==> src/rtl/acc_seq_pkg.sv <==
package acc_seq_pkg;
  localparam int DATA_W    = 12;
  localparam int ADDR_W    = 7;
  localparam int OPC_W     = 4;
  localparam int MEM_DEPTH = 100;

  typedef logic [DATA_W-1:0] word_t;
  typedef logic [ADDR_W-1:0] addr_t;
  typedef logic [OPC_W-1:0]  opc_t;

  localparam opc_t OPC_HLT = 4'd0;
  localparam opc_t OPC_ADD = 4'd1;
  localparam opc_t OPC_SUB = 4'd2;
  localparam opc_t OPC_STO = 4'd3;
  localparam opc_t OPC_LDA = 4'd5;
  localparam opc_t OPC_BRA = 4'd6;
  localparam opc_t OPC_BRZ = 4'd7;
  localparam opc_t OPC_BRP = 4'd8;
  localparam opc_t OPC_IO  = 4'd9;

  localparam addr_t IO_SEL_IN  = addr_t'(1);
  localparam addr_t IO_SEL_OUT = addr_t'(2);

  typedef enum logic [4:0] {
    ST_FMAR, ST_FMDR, ST_FIR,
    ST_OMAR, ST_RD, ST_LDA, ST_ADD, ST_SUB,
    ST_AMDR, ST_WR,
    ST_INIOR, ST_INA, ST_OUTIOR, ST_OUTV,
    ST_BR, ST_INC, ST_HALT
  } state_e;

  function automatic opc_t opc_of(word_t w);
    return w[DATA_W-1 -: OPC_W];
  endfunction

  function automatic addr_t addr_of(word_t w);
    return w[ADDR_W-1:0];
  endfunction

  function automatic addr_t wrap_addr(addr_t a);
    return (a >= addr_t'(MEM_DEPTH)) ? addr_t'(a - addr_t'(MEM_DEPTH)) : a;
  endfunction

  function automatic addr_t step_pc(addr_t p);
    return (p == addr_t'(MEM_DEPTH - 1)) ? '0 : addr_t'(p + addr_t'(1));
  endfunction
endpackage

==> src/rtl/acc_seq_mem.sv <==
module acc_seq_mem #(
  parameter int DW    = 12,
  parameter int AW    = 7,
  parameter int DEPTH = 100
) (
  input  logic          clk,
  input  logic          wr_en,
  input  logic [AW-1:0] wr_addr,
  input  logic [DW-1:0] wr_data,
  input  logic [AW-1:0] rd_addr,
  output logic [DW-1:0] rd_data
);
  logic [DW-1:0] cells [DEPTH];

  always_ff @(posedge clk) begin
    if (wr_en) cells[wr_addr] <= wr_data;
  end

  assign rd_data = cells[rd_addr];
endmodule

==> src/rtl/acc_seq_alu.sv <==
module acc_seq_alu #(
  parameter int DW = 12
) (
  input  logic [DW-1:0] a,
  input  logic [DW-1:0] b,
  input  logic          sub,
  output logic [DW-1:0] res,
  output logic          a_zero,
  output logic          a_pos
);
  always_comb begin
    res    = sub ? (a - b) : (a + b);
    a_zero = (a == '0);
    a_pos  = ~a[DW-1];
  end
endmodule

==> src/rtl/acc_seq_ctrl.sv <==
module acc_seq_ctrl
  import acc_seq_pkg::*;
(
  input  logic   clk,
  input  logic   rst_n,
  input  opc_t   mdr_opc,
  input  addr_t  mdr_addr,
  input  opc_t   ir_opc,
  input  logic   in_valid,
  output state_e state
);
  state_e nxt;

  always_comb begin
    nxt = state;
    unique case (state)
      ST_FMAR: nxt = ST_FMDR;
      ST_FMDR: nxt = ST_FIR;
      ST_FIR: begin
        case (mdr_opc)
          OPC_ADD, OPC_SUB, OPC_LDA, OPC_STO: nxt = ST_OMAR;
          OPC_BRA, OPC_BRZ, OPC_BRP:          nxt = ST_BR;
          OPC_HLT:                            nxt = ST_HALT;
          OPC_IO: begin
            if (mdr_addr == IO_SEL_IN)       nxt = ST_INIOR;
            else if (mdr_addr == IO_SEL_OUT) nxt = ST_OUTIOR;
            else                             nxt = ST_INC;
          end
          default: nxt = ST_INC;
        endcase
      end
      ST_OMAR:   nxt = (ir_opc == OPC_STO) ? ST_AMDR : ST_RD;
      ST_RD: begin
        if (ir_opc == OPC_ADD)      nxt = ST_ADD;
        else if (ir_opc == OPC_SUB) nxt = ST_SUB;
        else                        nxt = ST_LDA;
      end
      ST_LDA, ST_ADD, ST_SUB: nxt = ST_INC;
      ST_AMDR:   nxt = ST_WR;
      ST_WR:     nxt = ST_INC;
      ST_INIOR:  nxt = in_valid ? ST_INA : ST_INIOR;
      ST_INA:    nxt = ST_INC;
      ST_OUTIOR: nxt = ST_OUTV;
      ST_OUTV:   nxt = ST_INC;
      ST_BR:     nxt = ST_FMAR;
      ST_INC:    nxt = ST_FMAR;
      ST_HALT:   nxt = ST_HALT;
      default:   nxt = ST_FMAR;
    endcase
  end

  always_ff @(posedge clk or negedge rst_n) begin
    if (!rst_n) state <= ST_FMAR;
    else        state <= nxt;
  end
endmodule

==> src/rtl/acc_seq_dpath.sv <==
module acc_seq_dpath
  import acc_seq_pkg::*;
(
  input  logic   clk,
  input  logic   rst_n,
  input  state_e state,
  input  word_t  mem_rdata,
  input  logic   in_valid,
  input  word_t  in_data,
  output addr_t  pc,
  output addr_t  mar,
  output word_t  mdr,
  output opc_t   ir_opc,
  output addr_t  ir_addr,
  output word_t  ior,
  output logic   mem_we
);
  word_t acc;
  word_t alu_res;
  logic  acc_zero, acc_pos;
  logic  take;

  acc_seq_alu #(.DW(DATA_W)) alu_i (
    .a      (acc),
    .b      (mdr),
    .sub    (state == ST_SUB),
    .res    (alu_res),
    .a_zero (acc_zero),
    .a_pos  (acc_pos)
  );

  always_comb begin
    case (ir_opc)
      OPC_BRA: take = 1'b1;
      OPC_BRZ: take = acc_zero;
      OPC_BRP: take = acc_pos;
      default: take = 1'b0;
    endcase
  end

  assign mem_we = (state == ST_WR);

  always_ff @(posedge clk or negedge rst_n) begin
    if (!rst_n) begin
      pc      <= '0;
      mar     <= '0;
      mdr     <= '0;
      ir_opc  <= '0;
      ir_addr <= '0;
      acc     <= '0;
      ior     <= '0;
    end else begin
      case (state)
        ST_FMAR:        mar <= pc;
        ST_FMDR, ST_RD: mdr <= mem_rdata;
        ST_FIR: begin
          ir_opc  <= opc_of(mdr);
          ir_addr <= addr_of(mdr);
        end
        ST_OMAR:        mar <= wrap_addr(ir_addr);
        ST_LDA:         acc <= mdr;
        ST_ADD, ST_SUB: acc <= alu_res;
        ST_AMDR:        mdr <= acc;
        ST_INIOR:       if (in_valid) ior <= in_data;
        ST_INA:         acc <= ior;
        ST_OUTIOR:      ior <= acc;
        ST_BR:          pc  <= take ? wrap_addr(ir_addr) : step_pc(pc);
        ST_INC:         pc  <= step_pc(pc);
        default: ;
      endcase
    end
  end
endmodule

==> src/rtl/acc_seq_core.sv <==
module acc_seq_core
  import acc_seq_pkg::*;
(
  input  logic              clk,
  input  logic              rst_n,
  input  logic              ld_en,
  input  logic [ADDR_W-1:0] ld_addr,
  input  logic [DATA_W-1:0] ld_data,
  input  logic              in_valid,
  output logic              in_ready,
  input  logic [DATA_W-1:0] in_data,
  output logic              out_valid,
  output logic [DATA_W-1:0] out_data,
  output logic              halted
);
  state_e state;
  addr_t  pc_w, mar_w, ir_addr_w;
  opc_t   ir_opc_w;
  word_t  mdr_w, ior_w, mem_rdata;
  logic   core_we;
  logic   mem_wr_en;
  addr_t  mem_wr_addr;
  word_t  mem_wr_data;

  assign mem_wr_en   = (ld_en & ~rst_n) | core_we;
  assign mem_wr_addr = rst_n ? mar_w : wrap_addr(ld_addr);
  assign mem_wr_data = rst_n ? mdr_w : ld_data;

  acc_seq_mem #(.DW(DATA_W), .AW(ADDR_W), .DEPTH(MEM_DEPTH)) mem_i (
    .clk     (clk),
    .wr_en   (mem_wr_en),
    .wr_addr (mem_wr_addr),
    .wr_data (mem_wr_data),
    .rd_addr (mar_w),
    .rd_data (mem_rdata)
  );

  acc_seq_ctrl ctrl_i (
    .clk      (clk),
    .rst_n    (rst_n),
    .mdr_opc  (opc_of(mdr_w)),
    .mdr_addr (addr_of(mdr_w)),
    .ir_opc   (ir_opc_w),
    .in_valid (in_valid),
    .state    (state)
  );

  acc_seq_dpath dpath_i (
    .clk       (clk),
    .rst_n     (rst_n),
    .state     (state),
    .mem_rdata (mem_rdata),
    .in_valid  (in_valid),
    .in_data   (in_data),
    .pc        (pc_w),
    .mar       (mar_w),
    .mdr       (mdr_w),
    .ir_opc    (ir_opc_w),
    .ir_addr   (ir_addr_w),
    .ior       (ior_w),
    .mem_we    (core_we)
  );

  assign in_ready  = (state == ST_INIOR) & in_valid;
  assign out_valid = (state == ST_OUTV);
  assign out_data  = ior_w;
  assign halted    = (state == ST_HALT);
endmodule

==> config.mk <==
export PLATFORM = sky130hd
export DESIGN_NAME = acc_seq_core
export DESIGN_NICKNAME = d
export VERILOG_FILES = /design/src/rtl/acc_seq_pkg.sv /design/src/rtl/acc_seq_mem.sv /design/src/rtl/acc_seq_alu.sv /design/src/rtl/acc_seq_ctrl.sv /design/src/rtl/acc_seq_dpath.sv /design/src/rtl/acc_seq_core.sv
export SDC_FILE = /design/constraint.sdc
export NUM_CORES = 1
export LEC_CHECK = 0
export BUFFER_PORTS_ARGS = -buffer_cell sky130_fd_sc_hd__buf_2
export CELL_PAD_IN_SITES_DETAIL_PLACEMENT = 1
export CELL_PAD_IN_SITES_GLOBAL_PLACEMENT = 2
export CORE_AREA = 2 2 298 329
export DETAILED_ROUTE_END_ITERATION = 7
export DIE_AREA = 0 0 300 331
export PLACE_DENSITY_LB_ADDON = 0.3
export SYNTH_ARGS = -nofsm -noshare
export SYNTH_HDL_FRONTEND = slang
export SYNTH_HIERARCHICAL = 1
export SYNTH_SLANG_ARGS = --single-unit
==> constraint.sdc <==
create_clock -name clk -period 5.9 [get_ports clk]
set_clock_uncertainty 0.1 [all_clocks]
set_input_delay 0.59 -clock clk [delete_from_list [all_inputs] [get_ports clk]]
set_output_delay 0.59 -clock clk [all_outputs]
set_load 0.1 [all_outputs]
After elaboration in Yosys (flattened, before gate mapping)
Memories as Yosys holds them, arrays and structs flattened.
Index checks and enable logic that the tools add are counted.
{ "word_totals": {"memories": 1, "word_cells": 93, "mem_bits_ro": 0, "ramBits": 1200, "output_inout_bits": 15, "inputBits": 35, "latch_bits": 0, "register_bits": 66} }
{ "mem_list": {"columns": ["name", "words", "word_bits", "read_ports", "rd_ports_with_merged_regs", "wr", "line_no", "text"], "rows": [
  ["mem_i.cells", 100, 12, 1, 0, 1, "acc_seq_mem.sv:13", "logic [DW-1:0] cells [DEPTH];"]
]} }
{ "op_classes": {"n_shift": 0, "n_reduce_logical": 14, "addsub": 5, "mul": 0, "n_bitwise": 5, "div": 0, "order_cmp": 2, "eq_ne": 34, "n_mux": 24} }
{ "op_table": {"columns": ["op", "n"], "rows": [
  ["$pmux W5 S10", 1],
  ["$pmux W12 S2", 2],
  ["$eq A5 B4 Y1 const B", 8],
  ["$mux W12", 3],
  ["$pmux W12 S3", 1],
  ["$mux W7", 5],
  ["$pmux W7 S2", 2],
  ["$eq A4 B3 Y1 const B", 5],
  ["$eq A5 B3 Y1 const B", 4],
  ["$pmux W5 S4", 1],
  ["$eq A4 B2 Y1 const B", 4],
  ["$ge A7 B7 Y1 const B", 2],
  ["$sub A7 B7 Y7 const B", 2],
  ["$add A12 B12 Y12", 1],
  ["$eq A4 B4 Y1 const B", 3],
  ["$logic_not A12 Y1", 1],
  ["$sub A12 B12 Y12", 1],
  ["$eq A5 B2 Y1 const B", 2],
  ["$mux W5", 2],
  ["$eq A4 B1 Y1 const B", 2],
  ["$reduce_bool A2 Y1", 4],
  ["$add A7 B1 Y7 const B", 1],
  ["$eq A7 B1 Y1 const B", 1],
  ["$eq A7 B2 Y1 const B", 1],
  ["19 further kinds", 25]
]} }

Logic depth before layout (Yosys ltp)
{ "depth": {"ltp_word": 5, "mapped_depth": 15, "ltp_nobuf": 15} }

By module
Netlist, hierarchy kept.
{ "by_module_without_submodules": {"columns": ["module", "cells_per_inst", "seq_area_each_um2", "n_inst", "area_per_inst_um2"], "rows": [
  ["acc_seq_mem", 2049, 36034.6, 1, 46517.1],
  ["acc_seq_dpath", 332, 1526.5, 1, 3128.0],
  ["acc_seq_alu", 105, 0.0, 1, 765.7],
  ["acc_seq_ctrl", 59, 125.1, 1, 510.5],
  ["acc_seq_core", 51, 0.0, 1, 421.7]
]} }

Worst setup path before layout
OpenSTA, ideal clock, no wires.
{ "synth_timing": {"kind": "in2out", "start": "in in_valid", "end": "out in_ready", "required_ps": 5210, "path_stages": 2, "arrival_ps": 3493, "path_slack_ps": 1717, "n_path_buf": 0, "cell_sequence": "nand2_1 -> nor4_1"} }
{ "synth_via": {"elab_chain_len": 1} }
{ "synth_rtl": {"columns": ["item", "line_no", "text"], "rows": [
  ["start, declared", "acc_seq_core.sv:9", "input logic in_valid,"],
  ["$and A1 B1 Y1", "acc_seq_core.sv:64", "assign in_ready = (state == ST_INIOR) & in_valid;"],
  ["end, declared", "acc_seq_core.sv:10", "output logic in_ready,"]
]} }
Every way passes these cells.

Worst setup path after layout
{ "layout_timing": {"start": "in rst_n", "end": "mem mem_i.cells[47][2] (enable)"} }
{ "layout_via": {"elab_cells_between_ends": 6, "cone_classes": "mux: 3; bitwise: 3"} }
{ "layout_rtl": {"columns": ["item", "line_no", "text"], "rows": [
  ["start, declared", "acc_seq_core.sv:5", "input logic rst_n,"],
  ["$mux W7", "acc_seq_core.sv:26", "assign mem_wr_addr = rst_n ? mar_w : wrap_addr(ld_addr);"],
  ["net mem_wr_addr[2]", "acc_seq_core.sv:22", "addr_t mem_wr_addr;"],
  ["end, declared", "acc_seq_mem.sv:13", null]
]} }
The timed path passes the listed nets, and every way through them passes these cells.

==> metrics <==
Worst VDD drop=449 uV; count of different cell masters after synthesis=82; internal power=roughly 0.019 W; element type at the critical path start=primary input; Slew Limit Headroom=between 6 and 7%; YS warnings=6; RSZ-0062 raised after global routing=no; GRT Residual Overflow=0; drt via density=between 6 and 7; post-place setup slack=between 1 and 1.5 ns; Clk network pwr share=27.3%; Crit path largest cell delay=1.25 ns; area of the multi-input gates=0.0127 sq mm; Detailed Place HPWL=82400 microns; GPL Wtd Cong=roughly 0.82; area of the core=0.0956 sq mm; Leak=between 15 and 20 nW; worst-path cell chain=dlygate4sd3_1, buf_4, o41ai_2, nand4_1, buf_4, nor2_1; max-slew violation count=0; Routed Antenna Nets=0; Sequential Power Share=between 40% and 50%; Worst Path Arrival=between 4 and 5 ns; Finish-stage setup viols=0; Hold Path Stages=3; Num Clock Sinks=1266; Max Cap Viol=0; drt pass-1 iters=7; Die X=approximately 300 microns; post-CTS sizing=0; DR iter-0 viols=2734; row cnt=roughly 120; crit share post-route=80.2%; CTS max path bufs=3; CP max FO=47; Area contributors post-synth=edfxtp_1 (70%), mux4_2 (13%), dfrtp_1 (3.2%); EDFF count, synth=1200; number of nets in the final layout=2812; Hold Path Class=primary input to flop; top-area cell type share of the netlist area=a little over two thirds; Global Route Usage Sum=between 20% and 30%; final hold viol count=0; Filler cells=between 8000 and 9000; Clk pin slew, worst setup/hold paths=about 0.070 ns; largest net degree at the start of global routing=between 100 and 150; PD cells=499 mW/mm^2; wire per inst=approximately 32 microns; placed cells=around 3900; DRC=0; boundary pin count=50; status=finished clean; final std cells w/o fill=approximately 4100; first-pass GRT wire length=195000 microns; Tmin final=approximately 4.7 ns; top cell type by total area after synthesis=edfxtp_1; DR vias=around 27000; ys async rst share=approximately 5.2%; syn_area_per_cell=about 20 sq um; Skew-Pair Late Insertion Delay=a little over 0.7 ns; vias in the first global route=roughly 28000; fmax=approximately 210 MHz; syn_nets=between 2000 and 3000; layout cells sized above 1=24.7%; Worst Setup Path Type=primary input to flop; Setup WS post-layout=roughly 1.2 ns; sw power=between 0.009 and 0.01 W; synth-to-layout area growth=11.7%; sequential-to-total area share from yosys stat=between 70 and 80%; initial antenna violation count=1; Starting Density=53.7%; CP required=about 6.1 ns; Synth Register Bits=1266; R2R depth=6; CTS buffer count=120; final wirelength=133000 microns; final setup TNS=0 ns; clock root buffer=clkbuf_16; Net Sw Frac=between 30% and 40%; combinational power share=around 33%; synthesized instance count=2596; Worst path most repeated cell=buf_4; Mapped Area=0.0513 sq mm; Slowest cell on crit path=o41ai_2; CTS tree=yes; H-tree depth=3; Die Ht=331 microns; DIE AREA=0.0993 sq mm; Slew @ Worst Pin=approximately 1.4 ns; dominant synthesized flop cell=edfxtp_1; nature of the critical path endpoint=flop; IO buf count=between 40 and 50; register area=0.0377 sq mm
flip-flops by register name (all words and copies together) (netlist names):
register and cells:
dpath_i/ir_addr 7, dpath_i/ir_opc 4, dpath_i/ior 12, dpath_i/acc 12, ctrl_i/state 5, mem_i/cells 1200
dpath_i/pc 7, dpath_i/mar 7, dpath_i/mdr 12
layout by cell type (no fill, tap or decap), types with 7 or more instances in the layout:
master	Yosys	routed
nand2b_1	20	20
a31oi_1	12	12
nor2_1	159	157
dfrtp_1	66	61
a32oi_1	8	8
nand2_1	81	81
a211oi_1	7	7
nor4_1	7	7
clkinv_1	1	25
buf_2	43	48
o22ai_1	26	26
mux2_2	22	11
o221ai_1	10	10
a22oi_1	24	24
nand3_1	30	30
a221oi_1	14	14
a22o_1	19	19
bufinv_16	0	16
a222oi_1	9	9
ha_1	17	17
clkinv_2	0	18
clkinvlp_4	0	11
xnor2_1	18	18
mux2i_1	134	134
buf_4	18	125
and2_1	8	8
a211o_1	8	8
o21ai_0	47	47
nor2b_1	19	18
clkbuf_16	0	122
inv_1	29	29
nor3_1	11	9
xor2_1	7	7
mux2_4	0	12
edfxtp_1	1200	1200
a21oi_1	54	54
mux4_2	295	295
nand4_1	9	9
clkbuf_1	44	21
repair_timing:
action / 4_1_cts / 5_1_grt
hold buffers: 1 / 0
endpoints found under the hold margin: 31 / 0
setup buffers: 0 / 0
power by group through the flow:
| stage | Clock, W | Sequential [W] | Combinational, W |
|---|---|---|---|
| finish | 0.00782 | 0.0115 | 0.00934 |
| global route | 0.00822 | 0.0115 | 0.00986 |
| CTS | 0.00792 | 0.0115 | 0.00935 |
| detailed placement | 0 | 0.0117 | 0.00932 |
| global placement | 0 | 0.0116 | 0.00903 |
| floorplan | 0 | 0.0114 | 0.00637 |
synthesized netlist by cell type (all sizes together), types with 4 or more instances:
master / count
a2111oi: 4
a211o: 8
a211oi: 8
a21oi: 54
a221oi: 15
a222oi: 9
a22o: 19
a22oi: 24
a31oi: 12
a32oi: 8
and2: 8
buf: 95
clkbuf: 44
dfrtp: 66
edfxtp: 1200
ha: 17
inv: 30
mux2: 23
mux2i: 134
mux4: 298
nand2: 81
nand2b: 20
nand3: 30
nand4: 9
nor2: 160
nor2b: 19
nor3: 12
nor4: 9
o211ai: 6
o21ai: 50
o221ai: 10
o22ai: 26
o31ai: 7
or2: 7
xnor2: 18
xor2: 7
worst max-delay path: cells and delay by family:
family,cells,cell delay [ns]
AND/OR/NAND/NOR,2,1.73
AO/OA/AOI/OAI,1,1.25
buffers and inverters,3,1.35
final timing paths:
path	from	endpoint	slack (ns)
max	rst_n	mem_i/cells[47][2]	1.17
min	in_data[0]	dpath_i/ior[0]	0.07
max reg2reg	ctrl_i/state[3]	mem_i/cells[80][2]	1.37
min reg2reg	dpath_i/ior[9]	dpath_i/ior[9]	0.43
max in group asynchronous	rst_n	ctrl_i/state[2]	4.24
min in group asynchronous	rst_n	dpath_i/pc[1]	0.35
logic make-up (layout without fill, tap and decap cells):
kind of cell	after synthesis	count (layout)	synth area share (%)
AND/OR/NAND/NOR	377	377	3.51
adder cells (fa/ha/maj)	18	18	0.453
multiplexers	455	455	16.2
flip-flops	1266	1266	73.4
XOR/XNOR	25	25	0.426
other	0	2	0
AO/OA/AOI/OAI	285	285	3.91
buffers and inverters	170	432	2.08
per-stage QoR:
| step | hold WS (ns) | area [sq um] | power (W) | utilization, % |
|---|---|---|---|---|
| floorplan | 0.194 | 51300 | 0.0178 | - |
| global placement | 0.405 | 53400 | 0.0207 | 55.8 |
| detailed placement | 0.417 | 53400 | 0.0210 | 55.8 |
| CTS | 0.0385 | 57400 | 0.0287 | 60.0 |
| global route | 0.0857 | 57400 | 0.0296 | 60.0 |
| finish | 0.0685 | 57400 | 0.0286 | 60.0 |
layout make-up:
type	count	share of cell area, %
antenna	2	0.00873
clock buffer	143	5.46
clock inverter	78	1.47
inverter	31	0.203
multi-input combinational	1160	22.1
sequential	1266	65.7
tap	1270	2.77
timing repair buffer	180	2.28
routing by layer:
layer | routed length, microns | track usage [%]
met1 | 52700 | 36.9
met2 | 66600 | 45.3
met4 | 4500 | 9.95
met5 | 9 | 0
met3 | 9470 | 4.52
Note: power is estimated with default switching activity, not from simulation.
